**config.mk**
```make
export PLATFORM = sky130hd
export DESIGN_NAME = mc16_core
export DESIGN_NICKNAME = d
export VERILOG_FILES = /design/src/rtl/mc16_pkg.sv /design/src/rtl/mc16_ctrl.sv /design/src/rtl/mc16_regfile.sv /design/src/rtl/mc16_alu.sv /design/src/rtl/mc16_agen.sv /design/src/rtl/mc16_core.sv
export SDC_FILE = /design/constraint.sdc
export NUM_CORES = 1
export LEC_CHECK = 0
export ABC_AREA = 1
export BUFFER_PORTS_ARGS = -buffer_cell sky130_fd_sc_hd__buf_2
export CAP_MARGIN = 20
export CORE_MARGIN = 5
export CORE_UTILIZATION = 45
export CTS_BUF_LIST = sky130_fd_sc_hd__clkbuf_16
export DETAILED_ROUTE_END_ITERATION = 16
export PLACE_DENSITY = 0.65
export SLEW_MARGIN = 5
export SYNTH_ARGS = -nofsm -noshare
export SYNTH_HDL_FRONTEND = slang
export SYNTH_HIERARCHICAL = 1
export SYNTH_SLANG_ARGS = --single-unit
```
**constraint.sdc**
```tcl
create_clock -name clk -period 4.3 [get_ports clk]
set_clock_uncertainty 0.15 [all_clocks]
set_input_delay 0.645 -clock clk [delete_from_list [all_inputs] [get_ports clk]]
set_output_delay 0.645 -clock clk [all_outputs]
set_load 0.03 [all_outputs]
```
**src/rtl/mc16_pkg.sv**
```systemverilog
package mc16_pkg;

    localparam int unsigned WORD_W = 16;
    localparam int unsigned NUM_REGS = 8;
    localparam int unsigned RIDX_W = $clog2(NUM_REGS);

    localparam logic [3:0] OP_BR  = 4'b0000;
    localparam logic [3:0] OP_ADD = 4'b0001;
    localparam logic [3:0] OP_LD  = 4'b0010;
    localparam logic [3:0] OP_AND = 4'b0101;
    localparam logic [3:0] OP_LDR = 4'b0110;
    localparam logic [3:0] OP_NOT = 4'b1001;
    localparam logic [3:0] OP_LDI = 4'b1010;
    localparam logic [3:0] OP_JMP = 4'b1100;
    localparam logic [3:0] OP_LEA = 4'b1110;

    typedef enum logic [3:0] {
        S_F1, S_F2, S_F3, S_DEC, S_ALU, S_LEA, S_EA,
        S_RD, S_PTR, S_RD2, S_WB, S_BR, S_JMP
    } state_e;

    typedef enum logic { PC_INC, PC_AGEN } pc_sel_e;
    typedef enum logic { BASE_PC, BASE_REG } base_sel_e;
    typedef enum logic [1:0] { OFF_ZERO, OFF_6, OFF_9 } off_sel_e;

    typedef struct packed {
        logic      gate_pc;
        logic      gate_mdr;
        logic      gate_alu;
        logic      gate_agen;
        logic      ld_pc;
        logic      ld_mar;
        logic      ld_mdr;
        logic      ld_ir;
        logic      ld_reg;
        logic      ld_cc;
        pc_sel_e   pc_sel;
        base_sel_e base_sel;
        off_sel_e  off_sel;
        logic      mem_en;
        logic      done;
    } ctl_t;

endpackage

```
**src/rtl/mc16_ctrl.sv**
```systemverilog
module mc16_ctrl
    import mc16_pkg::*;
(
    input  state_e     state,
    input  logic [3:0] opc,
    input  logic [2:0] cond,
    input  logic [2:0] cc,
    output ctl_t       ctl,
    output state_e     nxt
);
    always_comb begin
        ctl = '0;
        nxt = S_F1;
        unique case (state)
            S_F1: begin
                ctl.gate_pc = 1'b1;
                ctl.ld_mar  = 1'b1;
                ctl.ld_pc   = 1'b1;
                ctl.pc_sel  = PC_INC;
                nxt         = S_F2;
            end
            S_F2: begin
                ctl.mem_en = 1'b1;
                ctl.ld_mdr = 1'b1;
                nxt        = S_F3;
            end
            S_F3: begin
                ctl.gate_mdr = 1'b1;
                ctl.ld_ir    = 1'b1;
                nxt          = S_DEC;
            end
            S_DEC: begin
                case (opc)
                    OP_ADD, OP_AND, OP_NOT: nxt = S_ALU;
                    OP_LEA:                 nxt = S_LEA;
                    OP_LD, OP_LDR, OP_LDI:  nxt = S_EA;
                    OP_BR:                  nxt = S_BR;
                    OP_JMP:                 nxt = S_JMP;
                    default: begin
                        ctl.done = 1'b1;
                        nxt      = S_F1;
                    end
                endcase
            end
            S_ALU: begin
                ctl.gate_alu = 1'b1;
                ctl.ld_reg   = 1'b1;
                ctl.ld_cc    = 1'b1;
                ctl.done     = 1'b1;
            end
            S_LEA: begin
                ctl.gate_agen = 1'b1;
                ctl.base_sel  = BASE_PC;
                ctl.off_sel   = OFF_9;
                ctl.ld_reg    = 1'b1;
                ctl.ld_cc     = 1'b1;
                ctl.done      = 1'b1;
            end
            S_EA: begin
                ctl.gate_agen = 1'b1;
                ctl.ld_mar    = 1'b1;
                if (opc == OP_LDR) begin
                    ctl.base_sel = BASE_REG;
                    ctl.off_sel  = OFF_6;
                end else begin
                    ctl.base_sel = BASE_PC;
                    ctl.off_sel  = OFF_9;
                end
                nxt = S_RD;
            end
            S_RD: begin
                ctl.mem_en = 1'b1;
                ctl.ld_mdr = 1'b1;
                nxt        = (opc == OP_LDI) ? S_PTR : S_WB;
            end
            S_PTR: begin
                ctl.gate_mdr = 1'b1;
                ctl.ld_mar   = 1'b1;
                nxt          = S_RD2;
            end
            S_RD2: begin
                ctl.mem_en = 1'b1;
                ctl.ld_mdr = 1'b1;
                nxt        = S_WB;
            end
            S_WB: begin
                ctl.gate_mdr = 1'b1;
                ctl.ld_reg   = 1'b1;
                ctl.ld_cc    = 1'b1;
                ctl.done     = 1'b1;
            end
            S_BR: begin
                ctl.done     = 1'b1;
                ctl.pc_sel   = PC_AGEN;
                ctl.base_sel = BASE_PC;
                ctl.off_sel  = OFF_9;
                ctl.ld_pc    = |(cond & cc);
            end
            S_JMP: begin
                ctl.done     = 1'b1;
                ctl.ld_pc    = 1'b1;
                ctl.pc_sel   = PC_AGEN;
                ctl.base_sel = BASE_REG;
                ctl.off_sel  = OFF_ZERO;
            end
            default: nxt = S_F1;
        endcase
    end
endmodule

```
**src/rtl/mc16_regfile.sv**
```systemverilog
module mc16_regfile #(
    parameter int unsigned W     = 16,
    parameter int unsigned NREG  = 8,
    localparam int unsigned AW   = $clog2(NREG)
) (
    input  logic          clk,
    input  logic          rst,
    input  logic          we,
    input  logic [AW-1:0] wa,
    input  logic [W-1:0]  wd,
    input  logic [AW-1:0] ra1,
    output logic [W-1:0]  rd1,
    input  logic [AW-1:0] ra2,
    output logic [W-1:0]  rd2
);
    logic [W-1:0] rf_q [NREG];
    logic [W-1:0] rf_d [NREG];

    always_comb begin
        for (int i = 0; i < NREG; i++) begin
            rf_d[i] = rf_q[i];
        end
        if (we) begin
            rf_d[wa] = wd;
        end
    end

    always_ff @(posedge clk) begin
        for (int i = 0; i < NREG; i++) begin
            rf_q[i] <= rst ? '0 : rf_d[i];
        end
    end

    assign rd1 = rf_q[ra1];
    assign rd2 = rf_q[ra2];
endmodule

```
**src/rtl/mc16_alu.sv**
```systemverilog
module mc16_alu
    import mc16_pkg::*;
#(
    parameter int unsigned W     = 16,
    parameter int unsigned IMM_W = 5
) (
    input  logic [3:0]       opc,
    input  logic             imm_sel,
    input  logic [IMM_W-1:0] imm,
    input  logic [W-1:0]     a,
    input  logic [W-1:0]     b_reg,
    output logic [W-1:0]     y
);
    logic [W-1:0] b;

    always_comb begin
        b = imm_sel ? {{(W-IMM_W){imm[IMM_W-1]}}, imm} : b_reg;
        case (opc)
            OP_ADD:  y = a + b;
            OP_AND:  y = a & b;
            default: y = ~a;
        endcase
    end
endmodule

```
**src/rtl/mc16_agen.sv**
```systemverilog
module mc16_agen
    import mc16_pkg::*;
#(
    parameter int unsigned W = 16
) (
    input  base_sel_e    base_sel,
    input  off_sel_e     off_sel,
    input  logic [W-1:0] pc,
    input  logic [W-1:0] base_reg,
    input  logic [8:0]   off_field,
    output logic [W-1:0] addr
);
    logic [W-1:0] base;
    logic [W-1:0] off;

    always_comb begin
        base = (base_sel == BASE_REG) ? base_reg : pc;
        case (off_sel)
            OFF_6:   off = {{(W-6){off_field[5]}}, off_field[5:0]};
            OFF_9:   off = {{(W-9){off_field[8]}}, off_field[8:0]};
            default: off = '0;
        endcase
        addr = base + off;
    end
endmodule

```
**src/rtl/mc16_core.sv**
```systemverilog
module mc16_core
    import mc16_pkg::*;
#(
    parameter logic [15:0] RESET_PC = 16'h3000
) (
    input  logic        clk,
    input  logic        rst,
    output logic        mem_en,
    output logic [15:0] mem_addr,
    input  logic [15:0] mem_rdata,
    output logic        wb_valid,
    output logic [2:0]  wb_reg,
    output logic [15:0] wb_data,
    output logic [2:0]  cc_nzp,
    output logic [15:0] pc_o,
    output logic        instr_done
);
    typedef struct packed {
        state_e              state;
        logic [WORD_W-1:0]   pc;
        logic [WORD_W-1:0]   ir;
        logic [WORD_W-1:0]   mar;
        logic [WORD_W-1:0]   mdr;
        logic [2:0]          cc;
    } regs_t;

    regs_t             r_q, r_d;
    ctl_t              ctl;
    state_e            nxt;
    logic [WORD_W-1:0] bus;
    logic [WORD_W-1:0] sr1_val, sr2_val, alu_y, agen_y;
    logic [3:0]        gate_vec;
    state_e            state_w;
    logic [WORD_W-1:0] ir_w;

    mc16_ctrl u_ctrl (
        .state (r_q.state),
        .opc   (r_q.ir[15:12]),
        .cond  (r_q.ir[11:9]),
        .cc    (r_q.cc),
        .ctl   (ctl),
        .nxt   (nxt)
    );

    mc16_regfile #(.W(WORD_W), .NREG(NUM_REGS)) u_rf (
        .clk (clk),
        .rst (rst),
        .we  (ctl.ld_reg),
        .wa  (r_q.ir[11:9]),
        .wd  (bus),
        .ra1 (r_q.ir[8:6]),
        .rd1 (sr1_val),
        .ra2 (r_q.ir[2:0]),
        .rd2 (sr2_val)
    );

    mc16_alu #(.W(WORD_W), .IMM_W(5)) u_alu (
        .opc     (r_q.ir[15:12]),
        .imm_sel (r_q.ir[5]),
        .imm     (r_q.ir[4:0]),
        .a       (sr1_val),
        .b_reg   (sr2_val),
        .y       (alu_y)
    );

    mc16_agen #(.W(WORD_W)) u_agen (
        .base_sel  (ctl.base_sel),
        .off_sel   (ctl.off_sel),
        .pc        (r_q.pc),
        .base_reg  (sr1_val),
        .off_field (r_q.ir[8:0]),
        .addr      (agen_y)
    );

    assign gate_vec = {ctl.gate_pc, ctl.gate_mdr, ctl.gate_alu, ctl.gate_agen};

    always_comb begin
        bus = ({WORD_W{ctl.gate_pc}}   & r_q.pc)
            | ({WORD_W{ctl.gate_mdr}}  & r_q.mdr)
            | ({WORD_W{ctl.gate_alu}}  & alu_y)
            | ({WORD_W{ctl.gate_agen}} & agen_y);
    end

    always_comb begin
        r_d       = r_q;
        r_d.state = nxt;
        if (ctl.ld_pc) begin
            r_d.pc = (ctl.pc_sel == PC_INC) ? r_q.pc + 1'b1 : agen_y;
        end
        if (ctl.ld_mar) r_d.mar = bus;
        if (ctl.ld_mdr) r_d.mdr = mem_rdata;
        if (ctl.ld_ir)  r_d.ir  = bus;
        if (ctl.ld_cc) begin
            r_d.cc = {bus[WORD_W-1], (bus == '0), (!bus[WORD_W-1] && bus != '0)};
        end
    end

    always_ff @(posedge clk) begin
        if (rst) begin
            r_q.state <= S_F1;
            r_q.pc    <= RESET_PC;
            r_q.ir    <= '0;
            r_q.mar   <= '0;
            r_q.mdr   <= '0;
            r_q.cc    <= 3'b010;
        end else begin
            r_q <= r_d;
        end
    end

    assign state_w    = r_q.state;
    assign ir_w       = r_q.ir;
    assign mem_en     = ctl.mem_en;
    assign mem_addr   = r_q.mar;
    assign wb_valid   = ctl.ld_reg;
    assign wb_reg     = r_q.ir[11:9];
    assign wb_data    = bus;
    assign cc_nzp     = r_q.cc;
    assign pc_o       = r_q.pc;
    assign instr_done = ctl.done;
endmodule

```
After elaboration in Yosys (flattened, before gate mapping). Memories as Yosys holds them, arrays and structs flattened. A register that Yosys moved wholly into a read port is not among the register bits. Cells that the tools add are included.

Bits in registers: 71. Latch bits: 0. Bits in writable memories: 128. ROM bits: 0. Output and inout port bits: 57. Memories: 1.

Memory list: u_rf.rf_q (depth 8, bits a word 16, rd ports 10, clocked after memory_dff 2, wr ports 8, line mc16_regfile.sv:16) `logic [W-1:0] rf_q [NREG];`.

Add/sub/neg operators: 3. Multipliers: 0. Div/mod/pow operators: 0. Magnitude comparators: 2. Equality and inequality tests: 22. Shifts and indexed selects: 0. Multiplexer cells: 38. Bitwise logic cells: 11. Reduce and logical (&&, ||, !) cells: 20.

Operator list (number): $mux 16 (12); $bwmux 128 (1); $mux 128 (1); $and 16x16->16 (5); $pmux 16 s2 (2); $demux 16 s3 (1); $or 16x16->16 (3); $eq 4x4->1 const B (9); $add 16x16->16 (2); $pmux 4 s8 (1); $eq 4x3->1 const B (6); $reduce_or 3->1 (7); $pmux 4 s5 (1); $add 16x1->16 const B (1); $logic_not 16->1 (1); $not 16->16 (1); $reduce_bool 16->1 (1); $mux 3 (5); $eq 4x2->1 const B (3); $mux 1 (9); $pmux 3 s3 (1); $reduce_or 9->1 (1); $eq 4x1->1 const B (2); $logic_not 4->1 (2); other kinds (12) (18).

Logic depth before layout (Yosys ltp). Gate-level depths: netlist of run 1.

Depth after elaboration: 11. Mapped depth: 28.

Hierarchy. Netlist of run 1, hierarchy kept.

Modules (own cells, without submodules): mc16_regfile (times used 1, cells an instance 1294, area an instance 7355.8 µm², sequential area each 2562.5 µm²); mc16_core (times used 1, cells an instance 550, area an instance 3714.8 µm², sequential area each 1421.4 µm²); mc16_alu (times used 1, cells an instance 261, area an instance 1368.8 µm², sequential area each 0.0 µm²); mc16_agen (times used 1, cells an instance 232, area an instance 1268.7 µm², sequential area each 0.0 µm²); mc16_ctrl (times used 1, cells an instance 86, area an instance 385.4 µm², sequential area each 0.0 µm²).

Worst setup path before layout of run 1. No wires, ideal clock.

Path kind: register to output. Start point: reg r_q, in the netlist ir_w[13]. End point: out wb_data[8]. Arrival: 3128 ps. Required time: 3505 ps. Slack: 377 ps. Cell stages (with the launch flop): 22. Buffers on the path: 0. Path through: dfxtp_1 > inv_1 > nor2_1 > nand3_1 > nor2_1 > inv_1 > ha_1 > inv_1 > o21ai_0 > nor2_1 > ha_1 > inv_1 > fa_1 > inv_1 > nand3_1 > nand3_1 > a21oi_1 > xnor2_1 > nand2_1 > nand2_1 > nor2_2 > inv_1.

RTL lines: start, declared (line mc16_core.sv:27) `regs_t r_q, r_d;`; start signal, assigned (line mc16_core.sv:107) `r_q <= r_d;`; end, declared (line mc16_core.sv:13) `output logic [15:0] wb_data,`.

Final worst setup path of run 1.
Start point: reg r_q, in the netlist ir_w[1]. End point: out wb_data[6].

Word-level cells in the longest chain between the ends: 6. Elaborated cells between the ends (all ways): 9.

RTL lines: $mux 16 (line mc16_alu.sv:17) `b = imm_sel ? {{(W-IMM_W){imm[IMM_W-1]}}, imm} : b_reg;`; $add 16x16->16 (line mc16_alu.sv:19) `OP_ADD: y = a + b;`; $pmux 16 s2 (line mc16_alu.sv:18) `case (opc)`; net alu_y[6] (line mc16_core.sv:31) `logic [WORD_W-1:0] sr1_val, sr2_val, alu_y, agen_y;`; $and 16x16->16 (line mc16_core.sv:80) `| ({WORD_W{ctl.gate_alu}} & alu_y)`; $or 16x16->16 (line mc16_core.sv:80); $or 16x16->16 (line mc16_core.sv:81) `| ({WORD_W{ctl.gate_agen}} & agen_y);`.

The timed path passes the listed nets, and every way through them passes these cells.

==> reports/results.tsv, run 1 <==
stage	metric	value	unit
status	outcome	complete, but fails checks	
status	violated_checks	negative setup slack	
critical_path	setup.worst_path.end_class	output port	
synthesis	synth_warnings	6	
floorplanning	fp-row-count	64	
layout	footprint_of_the_multi_input_gates	8866	um^2
layout	register_area	4006	um^2
layout	most_used_cells_in_the_layout_excluding_fill_and_tap_cells	sky130_fd_sc_hd__nand2_1 (688), sky130_fd_sc_hd__nor2_1 (352), sky130_fd_sc_hd__inv_1 (251)	
floorplanning	die_area	34960	um^2
critical_path	crit_path_start	ir_w[1]	
run	max_cap_viols	0	
timing	maxSlewHeadroom	31.61	%
place	port_buffers	74	
clocking	inserted_clock_buffers	17	
synthesis	async_set_or_reset_flop_fraction_in_the_synthesized_netlist	0	%
floorplanning	dieHeight	187.0	um
place	place.detailed.hpwl	36850	um
place	place_area	15010	um^2
global_route	antenna_violations_before_repair	0	
clocking	clock_sinks	199	
critical_path	worstSetupStartpointType	register	
floorplanning	core	30750	um^2
power	static-leakage-power	8.549	nW
critical_path	reg2regPathDepth	25	
global_route	global_route.usage.total	29.13	%
critical_path	critPathMaxFanout	6	
critical_path	worstPathRequired	3.50	ns
floorplanning	initial_core_utilization	45.83	%
timing	final_period_minus_worst_setup_slack	4.459	ns
clocking	cts.htree.levels	4	
routing	route.detailed.vias_per_inst	5.392	
synthesis	netlist.area_leader.share	28.27	%
synthesis	netlist_area	14090	um^2
synthesis	synth_ff_type	sky130_fd_sc_hd__dfxtp_1	
timing	timing.final.crit_share	103.7	%
critical_path	rrSetupSlack	0.41	ns
timing	timing.setup.tns	-0.8762	ns
routing	drt_first_pass_iters	6	
synthesis	postSynthCellCount	2423	
critical_path	critical_path.endpoint	wb_data[6]	
synthesis	synth_edf_count	0	
critical_path	worst-path-buf-inv	4	
synthesis	yosysUniqueCellTypes	43	
critical_path	worst_path_largest_cell_delay	0.38	ns
synthesis	synth.avg_cell_area	5.817	um^2
timing	post-route-worst-setup-slack	-0.1587	ns
timing	timing.final.setup_violations	11	
power	vdd_drop_max	0.0005027	V
floorplanning	ios	75	
timing	final-hold-violation-count	0	
routing	detailroute.via_count	15820	
global_route	grt_overflow	0	
layout	finish.net_count	2581	
critical_path	critical_path.cell_chain	clkinvlp_4 > clkbuf_16 > nand3_2 > nand2_1 > nand2_1 > nand2_2 > mux2_4 > ha_4 > fa_2 > nand3_2 > nand3_4 > nand2_4 > nand2_4 > or2_0 > nand3_1 > o211ai_1 > nand2_1 > nand2_2 > nor2_4 > inv_2 > buf_6	
layout	filler_cell_count	3090	
global_route	vias_in_the_first_global_route	14500	
clocking	ctsLongestPathBuffers	2	
critical_path	regToRegEndpoint	cc_nzp[0]	
synthesis	synth.yosys.seq_area_share	28.27	%
layout	final_cell_area	17140	um^2
critical_path	critPathSlowestCell	sky130_fd_sc_hd__dfxtp_4	
critical_path	critical_path_class	register to output port	
critical_path	worst_ep_arrival_time	3.66	ns
synthesis	flip_flop_and_latch_count_after_synthesis	199	
timing	timing.fmax	224.3	MHz
layout	leading_cell_type_in_the_layout_fill_and_taps_excluded	sky130_fd_sc_hd__nand2_1	
critical_path	cp_num_cells	21	
routing	residual_drc	0	
synthesis	ys_top_cells_by_area	sky130_fd_sc_hd__dfxtp_1 (28%), sky130_fd_sc_hd__nand2_1 (20%), sky130_fd_sc_hd__nor2_1 (9.6%)	
critical_path	crit_path_frequent_cell	sky130_fd_sc_hd__nand2_1	
critical_path	crit_family	simple AND/OR/NAND/NOR gates	
clocking	cts_hold_buf	0	
global_route	maximum_number_of_pins_on_one_net_before_global_route_repair	51	
floorplanning	die-width	187.0	um
layout	flow.area_growth_from_synthesis	21.59	%
synthesis	postSynthNetCount	2477	
routing	route.final.wire_length	53840	um
timing	count_of_pins_over_their_slew_limit	0	
routing	drt_iter0_drc	1791	
critical_path	worstReg2RegStart	ir_w[1]	
timing	rsz_0062_raised_after_global_routing	yes	
clocking	clkSlewWorstSetupHoldPaths	0.08	ns
global_route	wire_length_of_the_first_global_routing_pass	81520	um
layout	final_layout_size_suffix_gt1_share	21.59	%
clocking	cts_root_buffer	sky130_fd_sc_hd__clkbuf_16	
layout	num_antenna_cells	0	
synthesis	yosys.area.top_type	sky130_fd_sc_hd__dfxtp_1	
place	routabilityCongestion	0.9585	
power	pwr_density_cell	552.7	nW/um^2
clocking	clk-insertion-delay-late	0.46	ns
routing	average_wire_length_per_cell_after_detail_routing	18.35	um
hold_path	worstHoldPathType	input pin to register	
timing	max_slew.worst_pin.slew	1.025	ns
routing	antenna_left	0	
clocking	tritoncts	yes	
==> worst min-delay path by stage <==
stage	startpoint	slack, ns	depth (start not counted)	to
2_1_floorplan	u_rf/rf_q[6][10]	0.30	2	u_rf/rf_q[6][10]
3_3_place_gp	u_rf/rf_q[2][11]	0.31	2	u_rf/rf_q[2][11]
3_5_place_dp	u_rf/rf_q[1][11]	0.32	2	u_rf/rf_q[1][11]
4_1_cts	mem_rdata[14]	0.25	3	r_q[17]
5_1_grt	mem_rdata[13]	0.26	3	r_q[16]
6_report	mem_rdata[14]	0.25	3	r_q[17]
==> worst min-delay path: stages <==
cell and delay [ns]:
sky130_fd_sc_hd__buf_2 0.08, sky130_fd_sc_hd__nor2_1 0.03, sky130_fd_sc_hd__nor2_1 0.08
==> synthesized netlist by cell type, drive strengths merged, types with 2 or more instances <==
library cell	instances
xnor2	3
a21oi	75
o21bai	2
inv	299
nor2	386
nand3b	5
nand2	796
clkbuf	63
or2	10
and2	2
xor2	5
a211oi	3
nand3	185
o22ai	3
nor3	9
nand4	3
buf	90
fa	2
ha	34
clkinv	3
o21ai	215
mux2	18
dfxtp	199
o221ai	2
o211ai	8
==> where the power goes <==
group / leakage [nW] / total [W] / switching, W / internal, W
clock network: 0.265 / 0.00162 / 0.000818 / 0.000803
logic: 6.67 / 0.00554 / 0.00353 / 0.00201
registers: 1.62 / 0.00231 / 0.000232 / 0.00208
total: 8.55 / 0.00947 / 0.00458 / 0.00489
==> stage by stage <==
stage	utilization, %	hold WS [ns]	cells	power [W]	worst slack [ns]
4_1_cts	53.83	0.2473	2909	0.008978	-0.05015
3_5_place_dp	48.82	0.3215	2848	0.006865	-0.1238
5_1_grt	55.73	0.2601	2934	0.009979	-0.2746
6_report	55.73	0.2516	2934	0.009471	-0.1587
2_1_floorplan	-	0.3040	2423	0.005367	0.3772
3_3_place_gp	48.82	0.3107	2848	0.006818	-0.07746
==> layer usage <==
layer	up-vias	global-route usage, %	wire length, um
met5	-	0	0
met4	0	11.21	1988
met3	119	4.815	4498
met2	701	44.79	23490
met1	7316	40.99	23870
li1	7685	-	-
==> area by class of cell <==
| type | count | share of cell area [%] |
|---|---|---|
| repair inverters | 1 | 0.03651 |
| well taps | 396 | 2.891 |
| flip-flops and latches | 199 | 23.38 |
| inverters | 302 | 6.856 |
| multi-input cells | 1769 | 51.74 |
| clock buffers | 17 | 2.482 |
| clock inverters | 13 | 0.7374 |
| repair buffers | 237 | 11.88 |
==> what timing repair did <==
action,4_1_cts,5_1_grt
gates cloned,7,3
setup endpoints to repair,15,15
buffers inserted,24,23
gates resized for setup,176,101
pin swaps,25,66
==> state kept, by name, indices dropped and copies added (netlist names) <==
name       cells
r_q           16
state_w        4
pc_o          16
cc_nzp         3
ir_w          16
u_rf/rf_q    128
mem_addr      16
==> cell families (layout without fill, tap and decap cells) <==
family	count (synthesis)	count (layout)	synth area share (%)
simple gates	1396	1396	40.69
flops	199	199	28.27
buf+inv	455	570	14.24
fa+ha+maj	36	36	3.303
mux	18	18	1.438
compound gates	311	311	11.57
xor+xnor	8	8	0.4972
Note: power is estimated with default switching activity, not from simulation.
==> inputs of run 2 (changes only) <==
- SYNTH_HIERARCHICAL: 1 -> default
==> reports/results.tsv, run 2 <==
stage	metric	value	unit
routing	wl_met3	4456	um
routing	route.detailed.vias_per_inst	5.521	
synthesis	synthTopCellsByCount	sky130_fd_sc_hd__inv_1 (424), sky130_fd_sc_hd__nand2_1 (360), sky130_fd_sc_hd__o21ai_0 (319)	
layout	regMostFlops	u_rf.rf_q	
floorplanning	initial_core_utilization	45.43	%
floorplanning	core	30430	um^2
status	outcome	complete, but fails checks	
routing	top_sig_layer	met4	
layout	final_layout_size_suffix_gt1_share	17.83	%
clocking	cts_root_buffer	sky130_fd_sc_hd__clkbuf_16	
synthesis	ys_top_cells_by_area	sky130_fd_sc_hd__dfxtp_1 (30%), sky130_fd_sc_hd__o21ai_0 (12%), sky130_fd_sc_hd__inv_1 (12%)	
synthesis	postSynthCellCount	2245	
timing	rsz_0062_raised_after_global_routing	yes	
synthesis	async_set_or_reset_flop_fraction_in_the_synthesized_netlist	0	%
synthesis	yosys.area.top_type	sky130_fd_sc_hd__dfxtp_1	
routing	detailroute.via_count	15070	
place	place_inst	2656	
floorplanning	fp-row-count	64	
synthesis	synth.yosys.seq_area_share	29.69	%
place	routabilityCongestion	0.9593	
timing	count_of_pins_over_their_slew_limit	0	
routing	met2RoutedLength	21930	um
clocking	tritoncts	yes	
global_route	grt_overflow	0	
place	port_buffers	74	
layout	flow.area_growth_from_synthesis	21.02	%
hold_path	worstHoldPathType	input pin to register	
synthesis	synth_warnings	0	
layout	number_of_non_filler_instances_in_the_completed_layout	2729	
critical_path	worstSetupStartpointType	register	
routing	residual_drc	0	
timing	post-route-worst-setup-slack	-0.07865	ns
layout	footprint_of_the_multi_input_gates	7893	um^2
power	static-leakage-power	8.356	nW
synthesis	synth_edf_count	0	
timing	max_slew.worst_pin.slew	0.9402	ns
critical_path	worst_ep_arrival_time	3.58	ns
power	vdd_drop_max	0.0004523	V
routing	wl_met1	22560	um
global_route	global_route.usage.total	28.38	%
global_route	vias_in_the_first_global_route	13550	
synthesis	netlist_area	13820	um^2
global_route	wire_length_of_the_first_global_routing_pass	77270	um
global_route	maximum_number_of_pins_on_one_net_before_global_route_repair	77	
layout	num_antenna_cells	0	
layout	filler_cell_count	3036	
routing	antenna_left	0	
clocking	cts.htree.levels	1	
layout	most_used_cells_in_the_layout_excluding_fill_and_tap_cells	sky130_fd_sc_hd__inv_1 (415), sky130_fd_sc_hd__nand2_1 (326), sky130_fd_sc_hd__o21ai_0 (308)	
clocking	clkSlewWorstSetupHoldPaths	0.07	ns
timing	timing.final.setup_violations	5	
floorplanning	ios	75	
critical_path	setup.worst_path.end_class	output port	
layout	flip_flop_count_of_the_largest_register_after_layout	128	
routing	drt_first_pass_iters	5	
synthesis	yosysUniqueCellTypes	47	
timing	final_period_minus_worst_setup_slack	4.379	ns
critical_path	worstPathRequired	3.50	ns
global_route	antenna_violations_before_repair	1	
clocking	clk-insertion-delay-late	0.55	ns
timing	maxSlewHeadroom	37.17	%
clocking	inserted_clock_buffers	24	
place	place.detailed.hpwl	35460	um
routing	route.final.wire_length	50590	um
synthesis	synth_ff_type	sky130_fd_sc_hd__dfxtp_1	
status	violated_checks	negative setup slack	
floorplanning	die_area	34330	um^2
critical_path	critPathMaxFanout	21	
synthesis	postSynthNetCount	2299	
synthesis	synthMostInstantiatedCell	sky130_fd_sc_hd__inv_1	
floorplanning	dieHeight	185.3	um
floorplanning	die-width	185.3	um
synthesis	synth.avg_cell_area	6.158	um^2
timing	timing.fmax	228.4	MHz
clocking	clock_sinks	205	
clocking	ctsLongestPathBuffers	3	
layout	finish.net_count	2369	
routing	drt_iter0_drc	1826	
layout	register_area	4121	um^2
timing	final-hold-violation-count	0	
run	max_cap_viols	0	
layout	leading_cell_type_in_the_layout_fill_and_taps_excluded	sky130_fd_sc_hd__inv_1	
critical_path	critical_path_class	register to output port	
synthesis	netlist.area_leader.share	29.69	%
power	pwr_density_cell	634.9	nW/um^2
timing	timing.setup.tns	-0.1540	ns
timing	timing.final.crit_share	101.8	%
synthesis	flip_flop_and_latch_count_after_synthesis	205	
routing	average_wire_length_per_cell_after_detail_routing	18.54	um
==> run 2: changes by cell type in the layout (fill, tap and decap cells not counted), moves of 20 or more <==
cell	delta
sky130_fd_sc_hd__a21oi_1	+210
sky130_fd_sc_hd__buf_4	-20
sky130_fd_sc_hd__inv_1	+164
sky130_fd_sc_hd__inv_2	-24
sky130_fd_sc_hd__nand2_1	-362
sky130_fd_sc_hd__nand2_2	-69
sky130_fd_sc_hd__nor2_1	-270
sky130_fd_sc_hd__o21ai_0	+172
sky130_fd_sc_hd__o21ai_1	-62
==> run 2: stage by stage <==
stage	utilization (%)	total power, W	area [um^2]	setup WS (ns)	hold WS (ns)
detailed placement	48.63	0.007793	14800	0.01401	0.3066
global placement	48.63	0.007762	14800	0.04507	0.3043
CTS	53.26	0.01018	16210	-0.08948	0.1534
finish	54.98	0.01062	16730	-0.07865	0.1674
floorplan	-	0.005968	13820	0.2684	0.2804
global route	54.98	0.01124	16730	-0.2205	0.1660
==> run 2: per-layer routing <==
| layer | GRT usage [%] | vias to the layer above |
|---|---|---|
| met3 | 4.537 | 103 |
| li1 | - | 7369 |
| met5 | 0 | - |
| met2 | 43.90 | 686 |
| met1 | 40.60 | 6910 |
| met4 | 8.749 | 0 |
==> run 2: cells by family after synthesis <==
family / Yosys count / share of synthesized area [%]
AOI/OAI and AO/OA: 691 / 26.51
xor gates and xnor gates: 10 / 0.6336
adders and majority gates: 36 / 3.367
buffers and inverters: 605 / 17.84
DFF: 205 / 29.69
and+or+nand+nor: 698 / 21.97
==> run 2: final cells by class <==
cell class | instances | share of cell area, %
Multi-Input combinational cell | 1435 | 47.18
Clock inverter | 20 | 0.9872
Tap cell | 396 | 2.962
Inverter | 436 | 9.954
Clock buffer | 24 | 3.590
Timing Repair Buffer | 213 | 10.69
Sequential cell | 205 | 24.64
==> run 2: critical path, cell delays in order (launching register included) <==
cell and delay (ns):
sky130_fd_sc_hd__dfxtp_4 0.39, sky130_fd_sc_hd__bufbuf_16 0.34, sky130_fd_sc_hd__o211ai_1 0.12, sky130_fd_sc_hd__nand3_1 0.13, sky130_fd_sc_hd__nand2_2 0.08, sky130_fd_sc_hd__buf_4 0.15, sky130_fd_sc_hd__o21ai_0 0.16, sky130_fd_sc_hd__ha_2 0.22
sky130_fd_sc_hd__fa_2 0.21, sky130_fd_sc_hd__nand2_1 0.07, sky130_fd_sc_hd__nand3_2 0.11, sky130_fd_sc_hd__nand3b_1 0.12, sky130_fd_sc_hd__nand2_2 0.11, sky130_fd_sc_hd__nand4_1 0.19, sky130_fd_sc_hd__nand2_1 0.12, sky130_fd_sc_hd__nand2_1 0.08
sky130_fd_sc_hd__nand3_2 0.07, sky130_fd_sc_hd__nand3_2 0.08, sky130_fd_sc_hd__buf_6 0.15, sky130_fd_sc_hd__buf_6 0.14
==> run 2: timing repair <==
action	CTS	global route
resized for setup	142	89
hold buffers	0	0
setup endpoints to repair	14	14
gates cloned	1	3
buffers inserted	14	12
pin swaps	30	23
==> run 2: worst paths after layout <==
check | startpoint | endpoint | slack (ns) | cells past startpoint
hold reg to reg | r_q[4] | r_q[4] | 0.31 | 2
setup / recovery | register | wb_data[14] | -0.08 | 19
hold / removal | mem_rdata[0] | r_q[3] | 0.17 | 3
setup reg to reg | register | cc_nzp[0] | 0.45 | 24
==> run 2: power breakdown <==
part / internal, W / switching [W] / leakage, nW
Sequential: 0.00219 / 0.000252 / 1.67
Combinational: 0.00217 / 0.00400 / 6.30
Clock: 0.00114 / 0.000869 / 0.390
==> inputs of run 3 (changes only) <==
- CELL_PAD_IN_SITES_DETAIL_PLACEMENT: default -> 1
- CELL_PAD_IN_SITES_GLOBAL_PLACEMENT: default -> 1
- CORE_UTILIZATION: 45 -> 44
- MAX_ROUTING_LAYER: default -> met4
- PLACE_DENSITY: 0.65 -> 0.84
==> reports/results.tsv, run 3 (same netlist as run 2, synthesis figures left out) <==
stage	metric	value	unit
clocking	cts_root_buffer	sky130_fd_sc_hd__clkbuf_16	
routing	antenna_left	0	
hold_path	worst_hold_path.num_cells	3	
layout	num_antenna_cells	0	
clocking	inserted_clock_buffers	25	
global_route	antenna_violations_before_repair	2	
clocking	clock_sinks	205	
power	power	0.01219	W
timing	timing.final.crit_share	107.2	%
global_route	wire_length_of_the_first_global_routing_pass	94750	um
floorplanning	ios	75	
status	violated_checks	negative setup slack	
layout	regMostFlops	u_rf.rf_q	
layout	filler_cell_count	4047	
global_route	global_route.usage.total	34.58	%
global_route	grt_overflow	0	
critical_path	critical_path.cell_chain	buf_12 > buf_16 > a21oi_1 > o21ai_0 > nand2_1 > o21a_4 > nand2_1 > o21ai_0 > ha_1 > a21oi_1 > a21boi_0 > nand2_1 > a21oi_4 > nand3_2 > nand3_2 > nand3_4 > buf_6	
timing	timing.fmax	216.9	MHz
timing	holdWs	0.1661	ns
layout	flow.area_growth_from_synthesis	28.11	%
place	place.detailed.hpwl	39600	um
clocking	cts_hold_buf	0	
floorplanning	die_area	35060	um^2
global_route	maximum_number_of_pins_on_one_net_before_global_route_repair	139	
routing	residual_drc	0	
routing	drt_first_pass_iters	6	
run	max_cap_viols	0	
critical_path	critPathSlowestCell	sky130_fd_sc_hd__dfxtp_4	
hold_path	worst_hold_path.endpoint	r_q[18]	
clocking	ctsLongestPathBuffers	3	
critical_path	critPathMaxFanout	16	
timing	final-hold-violation-count	0	
place	routabilityCongestion	0.9369	
layout	flip_flop_count_of_the_largest_register_after_layout	128	
critical_path	worst_path_largest_cell_delay	0.44	ns
hold_path	worstHoldPathType	input pin to register	
clocking	cts.htree.levels	1	
critical_path	reg2regPathDepth	21	
timing	maxSlewHeadroom	25.06	%
timing	max_slew.worst_pin.slew	1.121	ns
status	outcome	complete, but fails checks	
routing	drt_iter0_drc	1739	
place	port_buffers	74	
global_route	vias_in_the_first_global_route	16730	
routing	average_wire_length_per_cell_after_detail_routing	24.68	um
critical_path	setup.worst_path.end_class	output port	
timing	rsz_0062_raised_after_global_routing	yes	
layout	final_cell_area	17710	um^2
power	static-leakage-power	8.761	nW
floorplanning	die-width	187.3	um
layout	finish.net_count	2411	
floorplanning	fp-row-count	65	
clocking	clkSlewWorstSetupHoldPaths	0.07	ns
critical_path	worstPathRequired	3.50	ns
critical_path	critical_path_class	register to output port	
timing	post-route-worst-setup-slack	-0.3103	ns
floorplanning	initial_core_utilization	44.15	%
timing	timing.setup.tns	-2.736	ns
clocking	tritoncts	yes	
critical_path	worstSetupStartpointType	register	
critical_path	rrSetupSlack	0.18	ns
layout	final_layout_size_suffix_gt1_share	22.87	%
floorplanning	core	31310	um^2
layout	postLayoutCoreUtil	56.56	%
power	vdd_drop_max	0.0004827	V
critical_path	crit_path_frequent_cell	sky130_fd_sc_hd__nand2_1	
layout	most_used_cells_in_the_layout_excluding_fill_and_tap_cells	sky130_fd_sc_hd__inv_1 (409), sky130_fd_sc_hd__nand2_1 (300), sky130_fd_sc_hd__o21ai_0 (281)	
timing	timing.final.setup_violations	13	
routing	route.final.wire_length	68510	um
routing	route.detailed.vias_per_inst	6.220	
critical_path	worst_ep_arrival_time	3.82	ns
hold_path	timing.hold.worst.start	mem_rdata[15]	
routing	detailroute.via_count	17270	
timing	final_period_minus_worst_setup_slack	4.610	ns
place	place_area	14690	um^2
floorplanning	dieHeight	187.3	um
critical_path	regToRegEndpoint	cc_nzp[0]	
power	pwr_density_cell	688.3	nW/um^2
timing	count_of_pins_over_their_slew_limit	0	
clocking	clk-insertion-delay-late	0.56	ns
layout	leading_cell_type_in_the_layout_fill_and_taps_excluded	sky130_fd_sc_hd__inv_1	
==> run 3: cell types whose count changed in the layout (fill, tap and decap cells not counted), sizes merged <==
cell      previous run  this run
clkinv              15        14
bufbuf               1         2
clkinvlp             3         0
inv                436       439
buf                209       250
==> run 3: report_power, final <==
part	internal, W	switching, W
registers	0.00219	0.000266
clock network	0.00118	0.000926
logic	0.00272	0.00490
==> run 3: per-layer routing <==
layer,global-route usage [%],wire length [um],vias up
li1,-,-,7457
met1,43.56,26380,8360
met2,54.13,30440,1078
met3,4.349,6148,373
met4,18.80,5536,0
met5,-,0,-
==> run 3: critical path, delay by kind of cell (launching register included) <==
kind	cells	cell delay [ns]
compound gates	7	1.21
buf+inv	3	0.54
fa+ha+maj	1	0.38
simple gates	6	0.65
flops	1	0.44
==> run 3: how the worst max path moves through the flow <==
stage	slack, ns	depth (start not counted)	end	start
after detailed placement	-0.40	18	wb_data[13]	state_w[1]
final	-0.31	17	wb_data[15]	register
after global routing	-0.36	21	wb_data[11]	state_w[3]
after global placement	-0.19	14	wb_data[10]	state_w[1]
after CTS	-0.06	20	wb_data[14]	register
after floorplan	0.27	18	wb_data[13]	state_w[1]
==> run 3: final cells by class <==
| type | instances | area, um^2 | area share (%) |
|---|---|---|---|
| multi-input cells | 1435 | 8437 | 47.64 |
| clock buffers | 25 | 625.6 | 3.532 |
| clock inverters | 19 | 155.1 | 0.8760 |
| repair buffers | 254 | 2215 | 12.50 |
| well taps | 402 | 503.0 | 2.840 |
| inverters | 436 | 1654 | 9.339 |
| flip-flops and latches | 205 | 4121 | 23.27 |
==> run 3: timing repair <==
| item | CTS | global route |
|---|---|---|
| gates cloned | 7 | 2 |
| gates resized for setup | 243 | 140 |
| pin swaps | 68 | 83 |
| endpoints found under the hold margin | 0 | 0 |
| endpoints found under the setup margin | 47 | 15 |
| setup buffers | 49 | 26 |
==> run 3: metrics by stage <==
| stage | instances | setup slack (ns) |
|---|---|---|
| CTS | 2748 | -0.06485 |
| floorplan | 2245 | 0.2684 |
| global placement | 2648 | -0.1906 |
| detailed placement | 2648 | -0.3989 |
| finish | 2776 | -0.3103 |
| global route | 2776 | -0.3627 |
